$ cat config.mk
export PLATFORM = sky130hd
export DESIGN_NAME = mpwake_rx
export DESIGN_NICKNAME = d
export VERILOG_FILES = /design/src/rtl/mpwake_rx_pkg.sv /design/src/rtl/mpwake_rx_sampler.sv /design/src/rtl/mpwake_rx_idle.sv /design/src/rtl/mpwake_rx_flags.sv /design/src/rtl/mpwake_rx.sv
export SDC_FILE = /design/constraint.sdc
export NUM_CORES = 1
export LEC_CHECK = 0
export ABC_AREA = 0
export BUFFER_PORTS_ARGS = -buffer_cell sky130_fd_sc_hd__buf_2
export CAP_MARGIN = 20
export CORE_ASPECT_RATIO = 1.4
export CORE_MARGIN = 1
export CORE_UTILIZATION = 57
export DETAILED_ROUTE_END_ITERATION = 16
export PLACE_DENSITY = 0.9
export SLEW_MARGIN = 10
export SYNTH_ARGS = -nofsm -noshare
export SYNTH_HDL_FRONTEND = slang
export SYNTH_SLANG_ARGS = --single-unit
$ cat constraint.sdc
create_clock -name clk -period 2.14 [get_ports clk]
set_input_delay 0.107 -clock clk [delete_from_list [all_inputs] [get_ports clk]]
set_output_delay 0.107 -clock clk [all_outputs]
set_load 0.005 [all_outputs]
$ cat src/rtl/mpwake_rx_pkg.sv
// Package: shared types and constants for the serial receiver.
// Assumes: nothing beyond IEEE 1800-2017.
package mpwake_rx_pkg;
    // Receive sequencer phases
    typedef enum logic [1:0] {
        PH_WAIT  = 2'd0,
        PH_START = 2'd1,
        PH_DATA  = 2'd2,
        PH_STOP  = 2'd3
    } rx_phase_t;
endpackage

$ cat src/rtl/mpwake_rx_sampler.sv
// Module: bit sampler and deserializer.
// Waits for a high-to-low edge on the synchronised line and confirms the
// start bit half a bit later. It then samples each data bit and the stop bit
// at mid-bit and pulses done_o with the assembled word.
// Assumes: tick_i is a one-cycle pulse at OVS times the bit rate, and line_i
// is already synchronised to clk.
module mpwake_rx_sampler
    import mpwake_rx_pkg::*;
#(
    parameter int DATA_W = 8,
    parameter int OVS    = 16
) (
    input  logic              clk,
    input  logic              rst_n,
    input  logic              en_i,
    input  logic              tick_i,
    input  logic              line_i,
    input  logic              nine_i,
    output logic              done_o,
    output logic              stop_ok_o,
    output logic              nine_o,
    output logic [DATA_W-1:0] data_o,
    output logic              b8_o
);
    localparam int CW   = $clog2(OVS);
    localparam int IW   = $clog2(DATA_W + 1);
    localparam int HALF = OVS / 2;

    rx_phase_t      phase;
    logic [CW-1:0]  tick_cnt;
    logic [IW-1:0]  bit_idx;
    logic [IW-1:0]  last_idx;
    logic [DATA_W:0] shreg;
    logic           prev_line;
    logic           mode_q;

    // Last data-bit index of the frame being received
    assign last_idx = mode_q ? IW'(DATA_W) : IW'(DATA_W - 1);

    // Sequencer: edge detect, start check, data and stop sampling
    always_ff @(posedge clk) begin
        if (!rst_n || !en_i) begin
            phase     <= PH_WAIT;
            tick_cnt  <= '0;
            bit_idx   <= '0;
            prev_line <= 1'b1;
            done_o    <= 1'b0;
            stop_ok_o <= 1'b0;
            mode_q    <= 1'b0;
            shreg     <= '0;
        end else begin
            done_o <= 1'b0;
            if (tick_i) begin
                prev_line <= line_i;
                case (phase)
                    PH_WAIT: begin
                        if (prev_line && !line_i) begin
                            phase    <= PH_START;
                            tick_cnt <= '0;
                            mode_q   <= nine_i;
                        end
                    end
                    PH_START: begin
                        if (tick_cnt == CW'(HALF - 1)) begin
                            tick_cnt <= '0;
                            bit_idx  <= '0;
                            phase    <= line_i ? PH_WAIT : PH_DATA;
                        end else begin
                            tick_cnt <= tick_cnt + 1'b1;
                        end
                    end
                    PH_DATA: begin
                        if (tick_cnt == CW'(OVS - 1)) begin
                            tick_cnt <= '0;
                            shreg    <= {line_i, shreg[DATA_W:1]};
                            if (bit_idx == last_idx) begin
                                phase <= PH_STOP;
                            end else begin
                                bit_idx <= bit_idx + 1'b1;
                            end
                        end else begin
                            tick_cnt <= tick_cnt + 1'b1;
                        end
                    end
                    default: begin
                        if (tick_cnt == CW'(OVS - 1)) begin
                            tick_cnt  <= '0;
                            done_o    <= 1'b1;
                            stop_ok_o <= line_i;
                            phase     <= PH_WAIT;
                        end else begin
                            tick_cnt <= tick_cnt + 1'b1;
                        end
                    end
                endcase
            end
        end
    end

    // Word alignment: an 8-bit frame ends up one place higher in the shifter
    always_comb begin
        nine_o = mode_q;
        b8_o   = shreg[DATA_W];
        data_o = mode_q ? shreg[DATA_W-1:0] : shreg[DATA_W:1];
    end

    AST_QUIET_WHEN_OFF: assert property (@(posedge clk) disable iff (!rst_n)
        !en_i |=> !done_o);
    AST_IDX_RANGE: assert property (@(posedge clk) disable iff (!rst_n)
        bit_idx <= IW'(DATA_W));
    AST_DONE_ONE_CYCLE: assert property (@(posedge clk) disable iff (!rst_n)
        done_o |=> !done_o);
endmodule

$ cat src/rtl/mpwake_rx_idle.sv
// Module: idle-line detector.
// Counts ticks of continuous mark level. It pulses idle_o once when the
// count reaches one frame time (DATA_W+2 or DATA_W+3 bits of OVS ticks).
// Assumes: restart_i is a one-cycle pulse, and line_i is synchronised.
module mpwake_rx_idle #(
    parameter int DATA_W = 8,
    parameter int OVS    = 16
) (
    input  logic clk,
    input  logic rst_n,
    input  logic en_i,
    input  logic tick_i,
    input  logic line_i,
    input  logic nine_i,
    input  logic restart_i,
    output logic idle_o
);
    localparam int T_SHORT = (DATA_W + 2) * OVS;
    localparam int T_LONG  = (DATA_W + 3) * OVS;
    localparam int NW      = $clog2(T_LONG + 1);

    logic [NW-1:0] mark_cnt;
    logic [NW-1:0] target;

    // Frame length in ticks for the current mode
    assign target = nine_i ? NW'(T_LONG) : NW'(T_SHORT);

    // Mark-run counter, saturating at the target with a single pulse
    always_ff @(posedge clk) begin
        if (!rst_n || !en_i || restart_i) begin
            mark_cnt <= '0;
            idle_o   <= 1'b0;
        end else begin
            idle_o <= 1'b0;
            if (tick_i) begin
                if (!line_i) begin
                    mark_cnt <= '0;
                end else if (mark_cnt < target) begin
                    mark_cnt <= mark_cnt + 1'b1;
                    idle_o   <= (mark_cnt == target - 1'b1);
                end
            end
        end
    end

    AST_IDLE_ON_MARK: assert property (@(posedge clk) disable iff (!rst_n)
        idle_o |-> $past(line_i));
    AST_IDLE_PULSE: assert property (@(posedge clk) disable iff (!rst_n)
        idle_o |=> !idle_o);
endmodule

$ cat src/rtl/mpwake_rx_flags.sv
// Module: character acceptance, sleep state and receive flags.
// Decides whether a completed frame is kept, dropped or lost to overrun.
// Tracks the sleep state and its two wakeup events, and forms the interrupt.
// Assumes: done_i, idle_i, sleep_set_i and rd_i are one-cycle pulses.
module mpwake_rx_flags #(
    parameter int DATA_W = 8
) (
    input  logic              clk,
    input  logic              rst_n,
    input  logic              done_i,
    input  logic              stop_ok_i,
    input  logic              nine_i,
    input  logic [DATA_W-1:0] data_i,
    input  logic              b8_i,
    input  logic              idle_i,
    input  logic              wake_addr_i,
    input  logic              sleep_set_i,
    input  logic              rd_i,
    input  logic              irq_en_i,
    output logic [DATA_W-1:0] data_o,
    output logic              b8_o,
    output logic              full_o,
    output logic              ovr_o,
    output logic              asleep_o,
    output logic              irq_o
);
    logic good, mark, wake_now, accept, lost;

    // Frame classification against the sleep state
    always_comb begin
        good     = done_i && stop_ok_i;
        mark     = nine_i ? b8_i : data_i[DATA_W-1];
        wake_now = asleep_o && ((wake_addr_i && good && mark) ||
                                (!wake_addr_i && idle_i));
        accept   = good && (!asleep_o || (wake_addr_i && mark));
        lost     = accept && full_o && !rd_i;
    end

    // Sleep state: set by request, cleared by the selected wakeup event
    always_ff @(posedge clk) begin
        if (!rst_n) begin
            asleep_o <= 1'b0;
        end else if (sleep_set_i) begin
            asleep_o <= 1'b1;
        end else if (wake_now) begin
            asleep_o <= 1'b0;
        end
    end

    // Full and overrun flags
    always_ff @(posedge clk) begin
        if (!rst_n) begin
            full_o <= 1'b0;
            ovr_o  <= 1'b0;
        end else if (accept) begin
            full_o <= 1'b1;
            ovr_o  <= lost ? 1'b1 : (rd_i ? 1'b0 : ovr_o);
        end else if (rd_i) begin
            full_o <= 1'b0;
            ovr_o  <= 1'b0;
        end
    end

    // Data holding register, deliberately not reset
    always_ff @(posedge clk) begin
        if (accept && !lost) begin
            data_o <= data_i;
            if (nine_i) begin
                b8_o <= b8_i;
            end
        end
    end

    // Interrupt request
    assign irq_o = irq_en_i && (full_o || ovr_o);

    AST_OVR_NEEDS_FULL: assert property (@(posedge clk) disable iff (!rst_n)
        ovr_o |-> full_o);
    AST_OVR_KEEPS_DATA: assert property (@(posedge clk) disable iff (!rst_n)
        $rose(ovr_o) |-> $stable(data_o));
    AST_READ_CLEARS: assert property (@(posedge clk) disable iff (!rst_n)
        (rd_i && !done_i) |=> !full_o);
    AST_SLEEP_BLOCKS: assert property (@(posedge clk) disable iff (!rst_n)
        $rose(full_o) |-> (!asleep_o || $past(sleep_set_i)));
    AST_ADDR_WAKE_ONLY: assert property (@(posedge clk) disable iff (!rst_n)
        ($fell(asleep_o) && $past(wake_addr_i)) |-> $past(done_i));
    AST_BAD_STOP_IGNORED: assert property (@(posedge clk) disable iff (!rst_n)
        (done_i && !stop_ok_i && !rd_i) |=> $stable(full_o));
endmodule

$ cat src/rtl/mpwake_rx.sv
// Module: top of the asynchronous serial receiver with sleep/wakeup.
// Synchronises the line, then wires the sampler, the idle detector and the
// flag logic together.
// Assumes: tick16 comes from an external baud generator at 16x bit rate.
module mpwake_rx #(
    parameter int DATA_W = 8,
    parameter int OVS    = 16,
    parameter int SYNC_N = 2
) (
    input  logic              clk,
    input  logic              rst_n,
    input  logic              rx_in,
    input  logic              tick16,
    input  logic              nine_bit,
    input  logic              wake_addr,
    input  logic              rx_en,
    input  logic              sleep_set,
    input  logic              rd_strobe,
    input  logic              rx_irq_en,
    output logic [DATA_W-1:0] rx_data,
    output logic              rx_bit8,
    output logic              data_full,
    output logic              overrun,
    output logic              asleep,
    output logic              irq
);
    logic [SYNC_N-1:0] sync_q;
    logic              line;
    logic              f_done, f_stop_ok, f_nine, f_b8, idle_pulse;
    logic [DATA_W-1:0] f_data;

    // Line synchroniser, reset to mark level
    always_ff @(posedge clk) begin
        if (!rst_n) begin
            sync_q <= '1;
        end else begin
            sync_q <= {sync_q[SYNC_N-2:0], rx_in};
        end
    end
    assign line = sync_q[SYNC_N-1];

    mpwake_rx_sampler #(.DATA_W(DATA_W), .OVS(OVS)) u_sampler (
        .clk       (clk),
        .rst_n     (rst_n),
        .en_i      (rx_en),
        .tick_i    (tick16),
        .line_i    (line),
        .nine_i    (nine_bit),
        .done_o    (f_done),
        .stop_ok_o (f_stop_ok),
        .nine_o    (f_nine),
        .data_o    (f_data),
        .b8_o      (f_b8)
    );

    mpwake_rx_idle #(.DATA_W(DATA_W), .OVS(OVS)) u_idle (
        .clk       (clk),
        .rst_n     (rst_n),
        .en_i      (rx_en),
        .tick_i    (tick16),
        .line_i    (line),
        .nine_i    (nine_bit),
        .restart_i (sleep_set),
        .idle_o    (idle_pulse)
    );

    mpwake_rx_flags #(.DATA_W(DATA_W)) u_flags (
        .clk         (clk),
        .rst_n       (rst_n),
        .done_i      (f_done),
        .stop_ok_i   (f_stop_ok),
        .nine_i      (f_nine),
        .data_i      (f_data),
        .b8_i        (f_b8),
        .idle_i      (idle_pulse),
        .wake_addr_i (wake_addr),
        .sleep_set_i (sleep_set),
        .rd_i        (rd_strobe),
        .irq_en_i    (rx_irq_en),
        .data_o      (rx_data),
        .b8_o        (rx_bit8),
        .full_o      (data_full),
        .ovr_o       (overrun),
        .asleep_o    (asleep),
        .irq_o       (irq)
    );

    AST_IRQ_NEEDS_FLAG: assert property (@(posedge clk) disable iff (!rst_n)
        irq |-> (data_full || overrun));
endmodule

== Word-level counts from Yosys, hierarchy flattened ==
Cells that the tools add are included.
Operators by class
  equal/unequal tests: 12
  reductions and logical operators: 40
  muxes and demuxes: 29
  bitwise operators: 4
  $lt $le $gt $ge: 1
  $add $sub $neg: 4
Operator list (number)
  $mux W4: 7
  $mux W8: 3
  $pmux W4 S2: 2
  $logic_and A1 B1 Y1: 12
  $mux W2: 6
  $ne A2 B1 Y1 const B: 5
  $mux W1: 9
  $reduce_and A3 Y1: 3
  $add A4 B1 Y4 const B: 2
  $add A8 B1 Y8 const B: 1
  $eq A8 B8 Y1: 1
  $lt A8 B8 Y1: 1
  $sub A8 B1 Y8 const B: 1
  $logic_not A1 Y1: 7
  $pmux W2 S3: 1
  $reduce_and A2 Y1: 3
  $reduce_and A6 Y1: 1
  $reduce_bool A2 Y1: 3
  $logic_or A1 B1 Y1: 5
  $mux W5: 1
  $reduce_and A5 Y1: 1
  $reduce_or A5 Y1: 1
  $eq A4 B3 Y1 const B: 1
  $eq A4 B4 Y1: 1
  9 further kinds: 12
Word-level totals
  output and inout bits: 13
  register bits: 46
  input port bits: 10

== Longest topological paths before layout ==
  depth in word-level cells: 10
  mapped depth: 7

== Hierarchy ==
Synthesis repeated with hierarchy kept, for this count alone.
Unflattened totals
  cell total of the unflattened synthesis: 231
  area, all modules: 2255.9 um^2
Modules (own cells, without submodules)
  mpwake_rx_sampler: cells each 139, instances 1, area an instance 1275.0 um^2
  mpwake_rx_idle: cells each 59, instances 1, area an instance 478.0 um^2
  mpwake_rx_flags: cells each 29, instances 1, area an instance 450.4 um^2
  mpwake_rx: cells each 4, instances 1, area an instance 52.6 um^2

== Worst setup path before layout ==
No wires, ideal clock.
  kind: reg-to-reg
  start point: register u_sampler.phase[1]
  end point: register u_sampler.bit_idx[2]
  period minus slack after synthesis: 1.785 ns
  cell stages (with the launch flop): 8
  arrival time: 1.714 ns
  path slack: 0.355 ns
  path through: dfxtp_1 inv_1 ha_1 mux2_4 o22ai_2 nand3_2 or4_1 a21oi_1
Between the ends
  longest elaborated chain between the ends: 3
  elaborated cells between the ends (all ways): 8
  those cells by class: eq/ne: 5; mux: 1; reduce/logical: 2
Ends and longest elaborated chain
  start, declared: RTL line mpwake_rx_sampler.sv:29  | rx_phase_t phase;
  start signal, assigned: RTL line mpwake_rx_sampler.sv:67  | phase <= line_i ? PH_WAIT : PH_DATA;
  $eq A2 B2 Y1 / $eq A2 B1 Y1 (equally long branches): RTL line mpwake_rx_sampler.sv:55  | case (phase)
  $ne A2 B1 Y1 (no line), or another cell as far along
  $reduce_and A5 Y1 (no line)
  end signal, assigned: RTL line mpwake_rx_sampler.sv:79  | bit_idx <= bit_idx + 1'b1;
  end, declared: RTL line mpwake_rx_sampler.sv:31  | logic [IW-1:0] bit_idx;
Parallel ways exist; a longest one is shown, timed or not.
A chain may end at the register's enable or synchronous reset.

== Final worst setup path ==
Ends and elaborated chain as after synthesis.

==> flow_summary.json <==
{
  "required_ns": 2.37,
  "synth-async-reset-ratio_pct": 0,
  "cp.arrival_ns": 2.19,
  "peakVddDrop_v": 0.000535,
  "dp.cells": 290,
  "rsz0062_at_grt": "no",
  "drcViolationCount": 0,
  "min_from": "sleep_set",
  "seqCellArea_mm2": 0.00101,
  "initial_core_util_pct": 59.0,
  "fp-row-count": 26,
  "antennaDiodeCount": 0,
  "syn_area_mm2": 0.00215,
  "cap_violations": 0,
  "path_max_fanout": 5,
  "cts_tree": "yes",
  "portBuffers": 22,
  "finalCritPeriodShare_pct": 92.0,
  "rr_worst_depth": 7,
  "cts.sinks": 46,
  "grt-ovfl-total": 0,
  "ys.flop_type": "dfxtp_1",
  "ys.warnings.count": 0,
  "status": "finished, final reports clean",
  "ctsResizeCount": 0,
  "finalNonFillerCells": 300,
  "grt_pass1_vias": 1569,
  "synth_top_cell_area_share_pct": 34.5,
  "vias": 1720,
  "fin_hold_ws_ns": 0.0297,
  "grt.total_usage_pct": 21.8,
  "htreeDepth": 2,
  "synth-seq-cells": 46,
  "min_period_ns": 1.97,
  "rrSetupSlack_ns": 0.17,
  "finalWirelength_um": 3990,
  "synth_nets": 244,
  "whs_endpoint": "u_flags.asleep_o",
  "routedWlPerCell_um": 13.3,
  "synth-edff-count": 9,
  "clock.fmax_ghz": 0.508,
  "utilization_pct": 67.0,
  "seq_area_frac_synth_pct": 47.0,
  "hold_depth": 2,
  "setup_viol": 0,
  "hpwl_um": 2900,
  "die_x_um": 53.9,
  "r2r-start": "u_sampler.phase[1]",
  "die_area_mm2": 0.00402,
  "crit_type": "reg -> reg",
  "insertion_delay_ns": 0.30,
  "cts_buffers": 5,
  "cts_hold_buf": 2,
  "start_kind": "flop",
  "syn_to_final_growth_pct": 13.5,
  "end_kind": "flop",
  "boundaryPins": 23,
  "p_per_area_mw_per_mm2": 596,
  "slew_headroom_pct": 67.7,
  "die_y_um": 74.7,
  "multi_input_area_mm2": 0.00109,
  "grt_pass1_wl_um": 6420,
  "antenna_found_initial": 0,
  "synth_area_leaders": "dfxtp_1 (34%), edfxtp_1 (13%), ha_1 (4.7%)",
  "r2r_end": "u_sampler.bit_idx[2]",
  "firstDrtPassIters": 4,
  "synth_cell_types": 41,
  "leakage_nw": 0.941,
  "syn_area_per_cell_um2": 9.51,
  "coreArea_mm2": 0.00364,
  "postSynthCellCount": 226,
  "finalHoldViolations": 0,
  "report.final.slew_viol_count": 0,
  "clkTransAtPathRegs_ns": 0.09,
  "worst_pin_slew_ns": 0.482,
  "skew_ns": 0.0136,
  "clock_path_buffers": 2,
  "vias_per_cell": 5.73,
  "netlist_top_cells_count": "dfxtp_1 (37), nor2_1 (25), nand2_1 (18), a21oi_1 (12), nand3_1 (12)",
  "synth.largest_area_cell": "dfxtp_1",
  "fill_cells": 296,
  "gp_congestion": 0.825,
  "drtIter0Drc": 27,
  "min_path_type": "in -> reg",
  "grt_max_degree": 22,
  "drtAntennaViolNets": 0,
  "nNetsFinal": 275,
  "cts-root-buf": "clkbuf_8",
  "cts_setup_buffers": 0,
  "tns_ns": 0,
  "drive_gt1_share_pct": 18.2,
  "synth.most_common_cell": "dfxtp_1"
}
==> stage by stage <==
step | setup WS (ns) | total power [mW] | cell area, µm²
6_report | 0.172 | 1.45 | 2440
5_1_grt | 0.0705 | 1.52 | 2440
4_1_cts | 0.180 | 1.47 | 2440
3_5_place_dp | 0.209 | 0.965 | 2330
3_3_place_gp | 0.312 | 0.963 | 2330
2_1_floorplan | 0.355 | 0.940 | 2150
==> registers in the layout, indices dropped and copies added, names as in the netlist, 2 cells and up <==
register,flops
u_sampler.tick_cnt,4
u_flags.data_o,8
sync_q,2
u_sampler.bit_idx,4
u_idle.mark_cnt,8
u_sampler.phase,2
u_sampler.shreg,9
==> critical path, stage by stage, from the launching register on <==
cell and delay (ns):
dfxtp_1 0.39, inv_1 0.09, ha_1 0.26, mux2_4 0.29, o22ai_2 0.13, nand3_2 0.12
or4_1 0.49, a21oi_1 0.15
==> metal layers <==
metal | up-vias | track usage, % | part of all wire (%)
met5 | - | 0 | 0
met4 | 0 | 7.02 | 1.1
met3 | 6 | 6.26 | 3.0
met2 | 34 | 40.9 | 56
met1 | 818 | 22.2 | 40
li1 | 862 | - | -
==> kinds of logic (layout without fill, tap and decap cells) <==
group | count (synthesis) | count (layout) | synth area share [%]
buf+inv | 13 | 45 | 2.33
fa+ha+maj | 8 | 8 | 4.66
xor+xnor | 9 | 9 | 3.67
flops | 46 | 46 | 47.0
compound gates | 36 | 36 | 10.5
mux | 17 | 17 | 8.61
simple gates | 97 | 97 | 23.2
==> layout by cell type (no fill, tap or decap), types with 2 or more instances in the layout <==
master and instances:
nor4b_1 2, a21oi_1 12, inv_1 7, nand4b_1 2, clkbuf_8 5, nand2b_1 7, dlygate4sd3_1 2, and3_1 5
o21a_1 4, o21ai_0 6, nor2_1 25, dfxtp_1 37, o211ai_1 2, nand4_1 7, xor2_1 5, o21ai_1 2
nand3_1 12, xnor2_1 4, nor2b_1 4, edfxtp_1 9, buf_2 22, ha_1 8, nor3_1 3, and2_1 7
mux2i_1 8, buf_4 6, o22ai_1 2, nand2_1 18, a21boi_0 2, mux2_2 8
==> how the worst max path moves through the flow <==
stage                       startpoint                   end  slack [ns]
global route        u_sampler.phase[1]  u_sampler.bit_idx[2]        0.07
detailed placement  u_sampler.phase[1]  u_sampler.bit_idx[2]        0.21
CTS                 u_sampler.phase[1]  u_sampler.bit_idx[2]        0.18
floorplan           u_sampler.phase[1]  u_sampler.bit_idx[2]        0.36
global placement    u_sampler.phase[1]  u_sampler.bit_idx[2]        0.31
finish              u_sampler.phase[1]  u_sampler.bit_idx[2]        0.17
==> power by group <==
part           leakage (nW)  internal [mW]  switching [mW]
clock network        0.0452          0.230           0.275
logic                 0.530         0.0265          0.0331
registers             0.366          0.883         0.00487
total                 0.941           1.14           0.313
==> final cells by class <==
cell class,count,share of cell area (%)
multi-input cells,167,44.6
flip-flops and latches,46,41.4
repair buffers,30,7.18
clock buffers,6,2.97
well taps,42,2.15
inverters,7,1.08
clock inverters,2,0.564
No activity file was read; power rests on OpenSTA's default activity.
